$ cat src/rtl/ssp_pkg.sv
package ssp_pkg;
  typedef enum logic {
    DIR_TX = 1'b0,
    DIR_RX = 1'b1
  } ssp_dir_e;

  localparam int unsigned FLAG_TX = 0;
  localparam int unsigned FLAG_RX = 1;
  localparam int unsigned N_FLAGS = 2;
endpackage

$ cat src/rtl/ssp_timer.sv
module ssp_timer #(
  parameter int unsigned SLOW_DIV  = 12,
  parameter int unsigned FAST_DIV  = 4,
  parameter int unsigned SLOW_LEAD = 10,
  parameter int unsigned FAST_LEAD = 3,
  parameter int unsigned NBITS     = 8
) (
  input  logic clk_i,
  input  logic rst_ni,
  input  logic start_i,
  input  logic fast_i,
  output logic busy_o,
  output logic sclk_o,
  output logic sample_o,
  output logic bit_end_o,
  output logic last_bit_o
);
  localparam int unsigned MAX_DIV = (SLOW_DIV > FAST_DIV) ? SLOW_DIV : FAST_DIV;
  localparam int unsigned PH_W    = (MAX_DIV > 1) ? $clog2(MAX_DIV) : 1;
  localparam int unsigned BIT_W   = (NBITS > 1) ? $clog2(NBITS) : 1;
  localparam logic [PH_W-1:0]  SLOW_LAST = PH_W'(SLOW_DIV - 1);
  localparam logic [PH_W-1:0]  FAST_LAST = PH_W'(FAST_DIV - 1);
  localparam logic [PH_W-1:0]  SLOW_RISE = PH_W'(SLOW_LEAD);
  localparam logic [PH_W-1:0]  FAST_RISE = PH_W'(FAST_LEAD);
  localparam logic [PH_W-1:0]  SLOW_SMP  = PH_W'(SLOW_LEAD - 1);
  localparam logic [PH_W-1:0]  FAST_SMP  = PH_W'(FAST_LEAD - 1);
  localparam logic [BIT_W-1:0] LAST_BIT  = BIT_W'(NBITS - 1);

  logic              busy_q, fast_q;
  logic [PH_W-1:0]   ph_q;
  logic [BIT_W-1:0]  bit_q;
  logic [PH_W-1:0]   ph_last, ph_rise, ph_smp;

  // speed is frozen for the whole transfer
  assign ph_last = fast_q ? FAST_LAST : SLOW_LAST;
  assign ph_rise = fast_q ? FAST_RISE : SLOW_RISE;
  assign ph_smp  = fast_q ? FAST_SMP  : SLOW_SMP;

  assign busy_o     = busy_q;
  assign sclk_o     = !busy_q || (ph_q >= ph_rise);
  assign sample_o   = busy_q && (ph_q == ph_smp);
  assign bit_end_o  = busy_q && (ph_q == ph_last);
  assign last_bit_o = (bit_q == LAST_BIT);

  always_ff @(posedge clk_i or negedge rst_ni) begin
    if (!rst_ni) begin
      busy_q <= 1'b0;
      fast_q <= 1'b0;
      ph_q   <= '0;
      bit_q  <= '0;
    end else if (!busy_q) begin
      if (start_i) begin
        busy_q <= 1'b1;
        fast_q <= fast_i;
        ph_q   <= '0;
        bit_q  <= '0;
      end
    end else if (ph_q == ph_last) begin
      ph_q <= '0;
      if (bit_q == LAST_BIT) busy_q <= 1'b0;
      else                   bit_q  <= bit_q + 1'b1;
    end else begin
      ph_q <= ph_q + 1'b1;
    end
  end
endmodule

$ cat src/rtl/ssp_shifter.sv
module ssp_shifter #(
  parameter int unsigned W = 8
) (
  input  logic         clk_i,
  input  logic         rst_ni,
  input  logic         load_i,
  input  logic [W-1:0] load_data_i,
  input  logic         tx_shift_i,
  input  logic         rx_shift_i,
  input  logic         sd_i,
  output logic         lsb_o,
  output logic [W-1:0] rx_next_o
);
  logic [W-1:0] sh_q;

  assign lsb_o     = sh_q[0];
  assign rx_next_o = {sd_i, sh_q[W-1:1]};

  always_ff @(posedge clk_i or negedge rst_ni) begin
    if (!rst_ni)         sh_q <= '0;
    else if (load_i)     sh_q <= load_data_i;
    else if (tx_shift_i) sh_q <= {1'b0, sh_q[W-1:1]};
    else if (rx_shift_i) sh_q <= rx_next_o;
  end
endmodule

$ cat src/rtl/ssp_flag.sv
module ssp_flag (
  input  logic clk_i,
  input  logic rst_ni,
  input  logic set_i,
  input  logic clr_i,
  output logic q_o
);
  always_ff @(posedge clk_i or negedge rst_ni) begin
    if (!rst_ni)     q_o <= 1'b0;
    else if (set_i)  q_o <= 1'b1;  // set wins over clear
    else if (clr_i)  q_o <= 1'b0;
  end
endmodule

$ cat src/rtl/ssp_port.sv
module ssp_port
  import ssp_pkg::*;
#(
  parameter int unsigned DATA_W    = 8,
  parameter int unsigned SLOW_DIV  = 12,
  parameter int unsigned FAST_DIV  = 4,
  parameter int unsigned SLOW_LEAD = 10,
  parameter int unsigned FAST_LEAD = 3
) (
  input  logic              clk_i,
  input  logic              rst_ni,
  input  logic              fast_i,
  input  logic              wr_en_i,
  input  logic [DATA_W-1:0] wr_data_i,
  input  logic              rx_en_i,
  input  logic              clr_tx_i,
  input  logic              clr_rx_i,
  output logic              tx_done_o,
  output logic              rx_done_o,
  output logic [DATA_W-1:0] rx_data_o,
  output logic              sclk_o,
  output logic              sd_o,
  output logic              sd_oe_o,
  input  logic              sd_i
);
  logic busy, sample, bit_end, last_bit;
  logic start_tx, start_rx, finish;
  logic lsb;
  logic [DATA_W-1:0] rx_next;
  ssp_dir_e dir_q;
  logic [N_FLAGS-1:0] flag_set, flag_clr, flag_q;

  // transmit write outranks a receive start
  assign start_tx = !busy && wr_en_i;
  assign start_rx = !busy && !wr_en_i && rx_en_i && !flag_q[FLAG_RX];
  assign finish   = sample && last_bit;

  always_ff @(posedge clk_i or negedge rst_ni) begin
    if (!rst_ni)       dir_q <= DIR_TX;
    else if (start_tx) dir_q <= DIR_TX;
    else if (start_rx) dir_q <= DIR_RX;
  end

  ssp_timer #(
    .SLOW_DIV (SLOW_DIV),
    .FAST_DIV (FAST_DIV),
    .SLOW_LEAD(SLOW_LEAD),
    .FAST_LEAD(FAST_LEAD),
    .NBITS    (DATA_W)
  ) timer_i (
    .clk_i     (clk_i),
    .rst_ni    (rst_ni),
    .start_i   (start_tx || start_rx),
    .fast_i    (fast_i),
    .busy_o    (busy),
    .sclk_o    (sclk_o),
    .sample_o  (sample),
    .bit_end_o (bit_end),
    .last_bit_o(last_bit)
  );

  ssp_shifter #(.W(DATA_W)) shifter_i (
    .clk_i      (clk_i),
    .rst_ni     (rst_ni),
    .load_i     (start_tx),
    .load_data_i(wr_data_i),
    .tx_shift_i (bit_end && dir_q == DIR_TX),
    .rx_shift_i (sample && dir_q == DIR_RX),
    .sd_i       (sd_i),
    .lsb_o      (lsb),
    .rx_next_o  (rx_next)
  );

  always_ff @(posedge clk_i or negedge rst_ni) begin
    if (!rst_ni)                         rx_data_o <= '0;
    else if (finish && dir_q == DIR_RX)  rx_data_o <= rx_next;
  end

  assign flag_set[FLAG_TX] = finish && dir_q == DIR_TX;
  assign flag_set[FLAG_RX] = finish && dir_q == DIR_RX;
  assign flag_clr[FLAG_TX] = clr_tx_i;
  assign flag_clr[FLAG_RX] = clr_rx_i;

  for (genvar g = 0; g < N_FLAGS; g++) begin : g_flag
    ssp_flag flag_i (
      .clk_i (clk_i),
      .rst_ni(rst_ni),
      .set_i (flag_set[g]),
      .clr_i (flag_clr[g]),
      .q_o   (flag_q[g])
    );
  end

  assign tx_done_o = flag_q[FLAG_TX];
  assign rx_done_o = flag_q[FLAG_RX];
  assign sd_oe_o   = busy && dir_q == DIR_TX;
  assign sd_o      = sd_oe_o && lsb;
endmodule

$ cat config.mk
export PLATFORM = sky130hd
export DESIGN_NAME = ssp_port
export DESIGN_NICKNAME = d
export VERILOG_FILES = /design/src/rtl/ssp_pkg.sv /design/src/rtl/ssp_timer.sv /design/src/rtl/ssp_shifter.sv /design/src/rtl/ssp_flag.sv /design/src/rtl/ssp_port.sv
export SDC_FILE = /design/constraint.sdc
export NUM_CORES = 1
export LEC_CHECK = 0
export ABC_AREA = 1
export CAP_MARGIN = 10
export CORE_MARGIN = 5
export CORE_UTILIZATION = 46
export CTS_CLUSTER_SIZE = 20
export DETAILED_ROUTE_END_ITERATION = 8
export GPL_TIMING_DRIVEN = 0
export PLACE_DENSITY = 0.75
export SYNTH_ARGS = -nofsm -noshare
export SYNTH_HDL_FRONTEND = slang
export SYNTH_HIERARCHICAL = 1
export SYNTH_SLANG_ARGS = --single-unit
$ cat constraint.sdc
create_clock -name clk_i -period 1.6 [get_ports clk_i]
set_input_delay 0.4 -clock clk_i [delete_from_list [all_inputs] [get_ports clk_i]]
set_output_delay 0.4 -clock clk_i [all_outputs]
set_load 0.05 [all_outputs]
==> results.toml <==
[run_status]
outcome = "finished, violations left"
violations = "negative setup slack"

[routing]
ant_nets = 0
wirelength_um = 3390
drt-initial-drc-count = 53
vias = 1344
drc = 0
vias_per_cell = 4.78
dr.pass1.iters = 4
wl_per_cell_um = 12.1

[global_route]
grt_max_degree = 21
grt_pass1_wl_um = 5760
grt_pass1_vias = 1299
grt_most_used_layer = "met2"
use_met3_pct = 2.87
grt_use_met2_pct = 30.6
overflow = 0
grt.met1_usage_pct = 20.4
antenna_found_initial = 0
track_usage_pct = 17.1

[timing]
fmax_ghz = 0.513
whs_ns = 0.378
fin_crit_sh_pct = 122
slew_violations = 0
slew_headroom_pct = 65.8
fin_ws_ns = -0.348
layout_min_cycle_time_ns = 1.95
final_hold_viol_count = 0
worst_pin_slew_ns = 0.511
clock_skew_ns = 0.00791
rsz0062_at_grt = "true"
setup_viol = 21

[cts]
cts_root_buffer = "clkbuf_4"
htree_num_levels = 1
clock_path_buffers = 2
clock_latency_ns = 0.33
clkTransAtPathRegs_ns = 0.16
clock_sinks = 28
cts_tree = "built"
cts_buffers = 3

[flow_run]
maxCapViolations = 0

[worst_setup_path]
crit_type = "flop to primary output"
critical_path.max_fanout = 4
critPathLaunchType = "flop"
cp.required_ns = 1.20
worstPathArrival_ns = 1.55
endpoint_kind = "primary output"

[cells_and_area]
final_cell_mix = "nand2_1 (78), dfrtp_1 (24), inv_1 (20)"
final_common_cell = "nand2_1"
fin_cells = 281
syn_to_final_growth_pct = 40.1
nFillCells = 269
n_antenna_cell = 0
drive_gt1_share_pct = 27.8
fin_nets = 259

[pwr]
seqPwrFrac_pct = 32.3
powerDensity_mw_per_mm2 = 1830
internal_power_w = 0.00207
pwr-share-clk_pct = 12.3
p_sw_share_pct = 45.5
p_sw_w = 0.00173
p_comb_share_pct = 55.3
p_leak_nw = 1.06
ir_worst_vdd_mv = 1.34

[logic_synthesis]
synth_fp_nets = 216
synth_cell_types = 22
avgSynthCellArea_um2 = 7.60
ys_seq_elements = 28
yosysWarnings = 6
syn-cell-area_mm2 = 0.00148
syn_inst = 195
seq_area_frac_synth_pct = 47.3

[placed_design]
numPlacedInstances = 268
hpwlAfterDp_um = 2270
gp_congestion = 0.827
port_buffers = 28

[die]
die_width_um = 66.8
dieArea_mm2 = 0.00446
die_y_um = 66.8
ios = 29
start_util_pct = 48.1
core_area_mm2 = 0.00308
num_rows = 20

[min_path]
hold_class = "primary input to asynchronous set/reset pin"
[final timing paths]
kind	slack (ns)	from	cells past startpoint	to
setup / recovery	-0.35	timer_i/fast_q$_DFFE_PN0P_	6	sclk_o
max in group asynchronous	0.73	rst_ni	2	timer_i/fast_q$_DFFE_PN0P_
min in group clk_i	0.49	rx_data_o[3]$_DFFE_PN0P_	2	rx_data_o[3]$_DFFE_PN0P_
hold / removal	0.38	rst_ni	1	shifter_i/sh_q[2]$_DFFE_PN0P_
setup reg to reg	-0.15	timer_i/fast_q$_DFFE_PN0P_	11	rx_data_o[5]$_DFFE_PN0P_
hold reg to reg	0.49	rx_data_o[3]$_DFFE_PN0P_	2	rx_data_o[3]$_DFFE_PN0P_
[logic make-up (layout without fill, tap and decap cells)]
group | count (synthesis) | after routing | share of synthesized area [%]
AOI/OAI and AO/OA | 14 | 14 | 5.15
xor gates and xnor gates | 2 | 2 | 1.18
adders and majority gates | 5 | 5 | 4.22
buffers and inverters | 32 | 72 | 8.87
DFF | 28 | 28 | 47.3
and+or+nand+nor | 114 | 116 | 33.3
[flip-flops by register name, indices dropped and copies added, names as in the netlist]
name,count
timer_i/fast_q,1
timer_i/bit_q,3
g_flag.flag_i/q_o,2
timer_i/ph_q,4
timer_i/busy_o,1
shifter_i/sh_q,8
rx_data_o,8
dir_q,1
[critical path: stages, from the launching register on]
cell and delay, ns:
dfrtp_2 0.48, ha_4 0.29, inv_2 0.03, nor2_2 0.09, nand3_1 0.09, nand3_2 0.08, buf_8 0.14
[power by group through the flow]
stage               Combinational (W)  Sequential, W  Clock [W]
finish                        0.00210        0.00123   0.000469
global route                  0.00232        0.00126   0.000515
CTS                           0.00202        0.00123   0.000483
detailed placement            0.00172        0.00122          0
global placement              0.00167        0.00121          0
floorplan                     0.00126        0.00121          0
[per-layer routing]
| layer | vias to the layer above | share of wire (%) |
|---|---|---|
| li1 | 688 | - |
| met1 | 626 | 42 |
| met2 | 26 | 53 |
| met3 | 4 | 4.1 |
| met4 | 0 | 1.2 |
| met5 | - | 0 |
[synthesized netlist by cell type]
library cell | instances | area, um^2
nand4_1 | 1 | 6.26
and3_1 | 1 | 6.26
a21oi_1 | 1 | 5.00
a22o_1 | 1 | 8.76
xnor2_1 | 1 | 8.76
xor2_1 | 1 | 8.76
ha_1 | 5 | 62.6
o21ai_1 | 8 | 40.0
nand2_2 | 2 | 12.5
nand3_1 | 9 | 45.0
o21ai_0 | 2 | 10.0
nor2_4 | 3 | 33.8
buf_6 | 1 | 11.3
nand3_4 | 1 | 17.5
nor2_1 | 11 | 41.3
buf_4 | 1 | 7.51
nand2_4 | 1 | 11.3
a31oi_1 | 2 | 12.5
dfrtp_1 | 28 | 701
inv_1 | 25 | 93.8
nand2_1 | 85 | 319
inv_2 | 5 | 18.8
[per-stage QoR]
step           TNS, ns  power (W)  utilization, %  worst slack [ns]  instance area, um^2
3_3_place_gp    -15.50    0.00287            60.0            -0.667                 1850
2_1_floorplan        0    0.00247               -           0.00789                 1510
5_1_grt          -4.46    0.00410            67.4            -0.422                 2080
4_1_cts          -2.73    0.00373            66.4            -0.381                 2040
3_5_place_dp     -5.94    0.00294            60.9            -0.681                 1870
6_report         -2.49    0.00380            67.4            -0.348                 2080
[final cells by class]
cell class	instances	area (um^2)	share of cell area [%]
plain buffers	2	18.8	0.904
clock buffers	3	22.5	1.08
clock inverters	1	30.0	1.45
inverters	30	120	5.79
multi-input cells	137	739	35.6
flip-flops and latches	28	706	34.0
well taps	44	55.1	2.65
repair buffers	35	377	18.1
repair inverters	1	7.51	0.362
[repair_timing]
action,CTS,global route
pin swaps,11,6
endpoints found under the hold margin,0,0
setup endpoints to repair,33,23
gates resized for setup,74,5
gates cloned,3,0
buffers inserted,4,3
hold buffers,0,0
Note: power is estimated with default switching activity, not from simulation.
